[src/rtl/pbs_pkg.sv]
package pbs_pkg;
  localparam int BYTE_W = 8;
  localparam int COMP_W = 8;

  typedef enum logic [2:0] {
    PK_565  = 3'd0,
    PK_555  = 3'd1,
    PK_444L = 3'd2,
    PK_444H = 3'd3,
    PK_RAW  = 3'd4
  } pack_mode_e;

  function automatic logic mode_is_raw(input logic [2:0] m);
    return m == PK_RAW;
  endfunction
endpackage

[src/rtl/pbs_packer.sv]
module pbs_packer
  import pbs_pkg::*;
(
  input  logic [2:0]          mode_i,
  input  logic [COMP_W-1:0]   r_i,
  input  logic [COMP_W-1:0]   g_i,
  input  logic [COMP_W-1:0]   b_i,
  output logic [2*BYTE_W-1:0] pair_o
);
  // pair_o[15:8] leaves first, pair_o[7:0] second
  always_comb begin
    unique case (mode_i)
      PK_555:  pair_o = {1'b0, r_i[7:3], g_i[7:6], g_i[5:3], b_i[7:3]};
      PK_444L: pair_o = {r_i[7:4], g_i[7:4], b_i[7:4], 4'h0};
      PK_444H: pair_o = {4'h0, r_i[7:4], g_i[7:4], b_i[7:4]};
      default: pair_o = {r_i[7:3], g_i[7:5], g_i[4:2], b_i[7:3]};
    endcase
  end
endmodule

[src/rtl/pbs_sequencer.sv]
module pbs_sequencer
  import pbs_pkg::*;
#(
  parameter int RAW_W = 10
) (
  input  logic                   clk,
  input  logic                   rst,
  input  logic [2:0]             mode_i,
  input  logic                   in_valid,
  output logic                   in_ready,
  input  logic [2*BYTE_W-1:0]    pair_i,
  input  logic [RAW_W-1:0]       raw_i,
  output logic [BYTE_W-1:0]      out_data,
  output logic [RAW_W-BYTE_W-1:0] out_lsb,
  output logic                   out_valid,
  output logic                   out_second
);
  localparam int LSB_W = RAW_W - BYTE_W;

  logic              pending_q;
  logic [BYTE_W-1:0] hold_q;
  logic              accept;
  logic              raw_sel;

  assign in_ready = !pending_q;
  assign accept   = in_valid && in_ready;
  assign raw_sel  = mode_is_raw(mode_i);

  always_ff @(posedge clk) begin
    if (rst) begin
      pending_q  <= 1'b0;
      hold_q     <= '0;
      out_data   <= '0;
      out_lsb    <= '0;
      out_valid  <= 1'b0;
      out_second <= 1'b0;
    end else if (accept) begin
      out_valid  <= 1'b1;
      out_second <= 1'b0;
      if (raw_sel) begin
        out_data  <= raw_i[RAW_W-1 -: BYTE_W];
        out_lsb   <= raw_i[LSB_W-1:0];
        pending_q <= 1'b0;
      end else begin
        out_data  <= pair_i[2*BYTE_W-1 -: BYTE_W];
        out_lsb   <= '0;
        hold_q    <= pair_i[BYTE_W-1:0];
        pending_q <= 1'b1;
      end
    end else if (pending_q) begin
      out_data   <= hold_q;
      out_lsb    <= '0;
      out_valid  <= 1'b1;
      out_second <= 1'b1;
      pending_q  <= 1'b0;
    end else begin
      out_data   <= '0;
      out_lsb    <= '0;
      out_valid  <= 1'b0;
      out_second <= 1'b0;
    end
  end

  // a 16-bit pixel shows its first byte next and blocks input
  p_first_blocks_r7: assert property (@(posedge clk) disable iff (rst)
    (in_valid && in_ready && !mode_is_raw(mode_i)) |=> (out_valid && !out_second && !in_ready));

  // the second byte follows immediately and reopens input
  p_second_follows_r7: assert property (@(posedge clk) disable iff (rst)
    (out_valid && !out_second && !in_ready) |=> (out_valid && out_second && in_ready && out_lsb == '0));

  // the second byte is the one packed when the pixel was accepted
  p_second_kept_r8: assert property (@(posedge clk) disable iff (rst)
    (out_valid && !out_second && !in_ready) |=> (out_data == $past(pair_i[BYTE_W-1:0], 2)));

  // raw beats pass through in one cycle without blocking
  p_raw_pass_r5: assert property (@(posedge clk) disable iff (rst)
    (in_valid && in_ready && mode_is_raw(mode_i)) |=>
      (out_valid && !out_second && in_ready &&
       {out_data, out_lsb} == $past(raw_i)));

  // an idle output is all zero
  p_idle_quiet_r9: assert property (@(posedge clk) disable iff (rst)
    !out_valid |-> (out_data == '0 && out_lsb == '0 && !out_second));
endmodule

[src/rtl/rgb_byte_serializer.sv]
module rgb_byte_serializer
  import pbs_pkg::*;
#(
  parameter int RAW_W = 10
) (
  input  logic                    clk,
  input  logic                    rst,
  input  logic [2:0]              mode_i,
  input  logic                    in_valid,
  output logic                    in_ready,
  input  logic [COMP_W-1:0]       in_r,
  input  logic [COMP_W-1:0]       in_g,
  input  logic [COMP_W-1:0]       in_b,
  input  logic [RAW_W-1:0]        in_raw,
  output logic [BYTE_W-1:0]       out_data,
  output logic [RAW_W-BYTE_W-1:0] out_lsb,
  output logic                    out_valid,
  output logic                    out_second
);
  logic [2*BYTE_W-1:0] pair;

  pbs_packer u_packer (
    .mode_i (mode_i),
    .r_i    (in_r),
    .g_i    (in_g),
    .b_i    (in_b),
    .pair_o (pair)
  );

  pbs_sequencer #(.RAW_W(RAW_W)) u_seq (
    .clk        (clk),
    .rst        (rst),
    .mode_i     (mode_i),
    .in_valid   (in_valid),
    .in_ready   (in_ready),
    .pair_i     (pair),
    .raw_i      (in_raw),
    .out_data   (out_data),
    .out_lsb    (out_lsb),
    .out_valid  (out_valid),
    .out_second (out_second)
  );
endmodule

[config.mk]
export PLATFORM = sky130hd
export DESIGN_NAME = rgb_byte_serializer
export DESIGN_NICKNAME = d
export VERILOG_FILES = /design/src/rtl/pbs_pkg.sv /design/src/rtl/pbs_packer.sv /design/src/rtl/pbs_sequencer.sv /design/src/rtl/rgb_byte_serializer.sv
export SDC_FILE = /design/constraint.sdc
export NUM_CORES = 1
export LEC_CHECK = 0
export CORE_MARGIN = 10
export CORE_UTILIZATION = 31
export CTS_BUF_LIST = sky130_fd_sc_hd__clkbuf_2 sky130_fd_sc_hd__clkbuf_4 sky130_fd_sc_hd__clkbuf_8
export DETAILED_ROUTE_END_ITERATION = 6
export SYNTH_ARGS = -nofsm -noshare
export SYNTH_HDL_FRONTEND = slang
export SYNTH_SLANG_ARGS = --single-unit
[constraint.sdc]
create_clock -name clk -period 1.59 [get_ports clk]
set_input_delay 0.3975 -clock clk [delete_from_list [all_inputs] [get_ports clk]]
set_output_delay 0.3975 -clock clk [all_outputs]
set_load 0.01 [all_outputs]
==> run metrics <==
clock sink total 21; Yosys warnings 0; Setup Fix Bufs, Post-CTS 0; Main synth FF type dfxtp_1; largest net degree at the start of global routing 13; Die Height 81.5 um; CP max stage cell clkdlybuf4s50_1; Slew Limit Headroom 78.8%; WL final 3540 um; # setup viols final 0; largest fanout on the critical path 1; die width 81.5 um; I/O pins 53; most common cell after layout, fill and taps aside clkdlybuf4s50_1; Worst-Margin Slew 0.317 ns; Worst R2R Setup Slack 0.41 ns; Power Dens Cells 697 nW/um^2; RSZ-0062 raised after global routing no; clock slew at reported path FFs 0.07 ns; # rows 22; hold_ws 0.491 ns; drt wl/cell 14.2 um; vias in the first global route 1267; Max rail drop VDD 0.000513 V; Post-CTS Hold Fix Bufs 0; CTS Buf Count 3; htree depth 1; skew final 0.00190 ns; Antenna Nets Post-Route 0; Post-synth EDFFs 0; post-route cell area 1850 um^2; post-detail-place hpwl 2990 um; IO buf count 44; Final WS setup 0.0867 ns; mapped cell area 1170 um^2; worst slack, placed -0.348 ns; CP required 1.19 ns; Fin. Hold Viols 0; vias per cell 4.86; sequential area share after synthesis 35.9%; total gr overflow 0; CTS tree built; ys async rst share 0%; fill count 368; Core Region 3660 um^2; fin crit period 1.50 ns; clock root cell clkbuf_8; CP top delay family buffers and inverters; placed instance area 1770 um^2; final core utilization 50.6%; Seq cells post-synth 21; TritonRoute pass-1 iters 4; nets 243; CP startpoint kind flop; run status finished clean; Die Area 6640 um^2; layout cells sized above 1 19.8%; CTS Buffer Depth 2; period utilization 94.5%; Max Cap Viol 0; CP cell instances clkdlybuf4s50_1; Overall Global Routing Usage 11.0%; commonest cells after routing, fill and taps aside 40 x clkdlybuf4s50_1, 20 x dfxtp_1, 19 x buf_4; Iter 0 DRT Violations 69; Syn Area/Cell 8.26 um^2; FMAX 665 MHz; first-pass GRT wire length 5850 um; synthesized net count 182; Vias 1215; initial antenna violation count 0; crit path kind flop to output port; hold crit path type flop to flop; Critical Path AT 1.11 ns; Tot Pwr 1.29 mW; antenna cells 0; Leak 0.729 nW; WP buf/inv 1; CP endpoint kind output port; Syn-to-layout area delta 58.2%; RePlAce Congestion 0.786; Skew-Pair Late Insertion Delay 0.26 ns; Max Slew Vio Count 0; CP max stage delay 0.54 ns; Post-Syn Instances 142; Initial Utilization 32.0%; DRC 0; post-synthesis cell type count 30
## registers in the layout (all words and copies together), names as in the netlist
register	flops
u_seq.hold_q	8
u_seq.out_data	8
u_seq.out_lsb	2
u_seq.out_second	1
u_seq.out_valid	1
u_seq.pending_q	1
## worst reg2reg max path, delay by kind of cell (launching register included)
kind	cells	cell delay, ns
AND/OR/NAND/NOR	2	0.22
buffers and inverters	1	0.16
AO/OA/AOI/OAI	2	0.36
flip-flops	1	0.36
## path summary, 6_finish.rpt
path                          start           endpoint  cells past startpoint
setup / recovery  u_seq.out_data[0]        out_data[0]                      1
hold reg to reg     u_seq.hold_q[7]  u_seq.out_data[7]                      2
setup reg to reg    u_seq.pending_q    u_seq.hold_q[0]                      5
hold / removal      u_seq.hold_q[7]  u_seq.out_data[7]                      2
## final cells by class
class	instances	area [um^2]	area share [%]
flip-flops and latches	21	422	22.7
well taps	48	60.1	3.24
multi-input cells	105	684	36.9
repair buffers	67	621	33.5
clock buffers	4	48.8	2.63
inverters	5	18.8	1.01
## timing repair
item | in CTS | in global routing
endpoints found under the setup margin | 16 | 10
gates resized for setup | 7 | 5
gates cloned | 1 | 0
pin swaps | 0 | 1
## cell usage after synthesis (4+ instances only)
| cell type | number | area [um^2] |
|---|---|---|
| mux2_2 | 5 | 56.3 |
| mux2i_1 | 4 | 40.0 |
| a211oi_1 | 10 | 75.1 |
| a21oi_1 | 13 | 65.1 |
| inv_1 | 5 | 18.8 |
| o32ai_1 | 4 | 35.0 |
| a22oi_1 | 4 | 30.0 |
| nand2_1 | 16 | 60.1 |
| o22ai_1 | 4 | 25.0 |
| dfxtp_1 | 21 | 420 |
| nor2_1 | 17 | 63.8 |
| maj3_1 | 4 | 40.0 |
| o21ai_0 | 7 | 35.0 |
## where the power goes
part	switching (mW)	leakage [nW]	total, mW	internal, mW
Sequential	0.0193	0.173	0.581	0.562
Combinational	0.153	0.530	0.358	0.205
Clock	0.159	0.0262	0.354	0.195
Total	0.331	0.729	1.29	0.962
## cells by family after synthesis
family,share of synthesized area [%]
buffers and inverters,7.36
AND/OR/NAND/NOR,19.5
flip-flops,35.9
AO/OA/AOI/OAI,25.6
adder cells (fa/ha/maj),3.42
multiplexers,8.22
## metal layers
| layer | track usage [%] | wire (um) |
|---|---|---|
| met2 | 20.6 | 1910 |
| met5 | 0 | 0 |
| met4 | 2.25 | 6 |
| met3 | 3.06 | 191 |
| met1 | 12.0 | 1430 |
## metrics by stage
stage | instances | setup TNS [ns]
finish | 250 | 0
CTS | 250 | 0
global placement | 245 | -5.20
global route | 250 | 0
detailed placement | 245 | -5.71
floorplan | 142 | 0
Note: power is estimated with default switching activity, not from simulation.
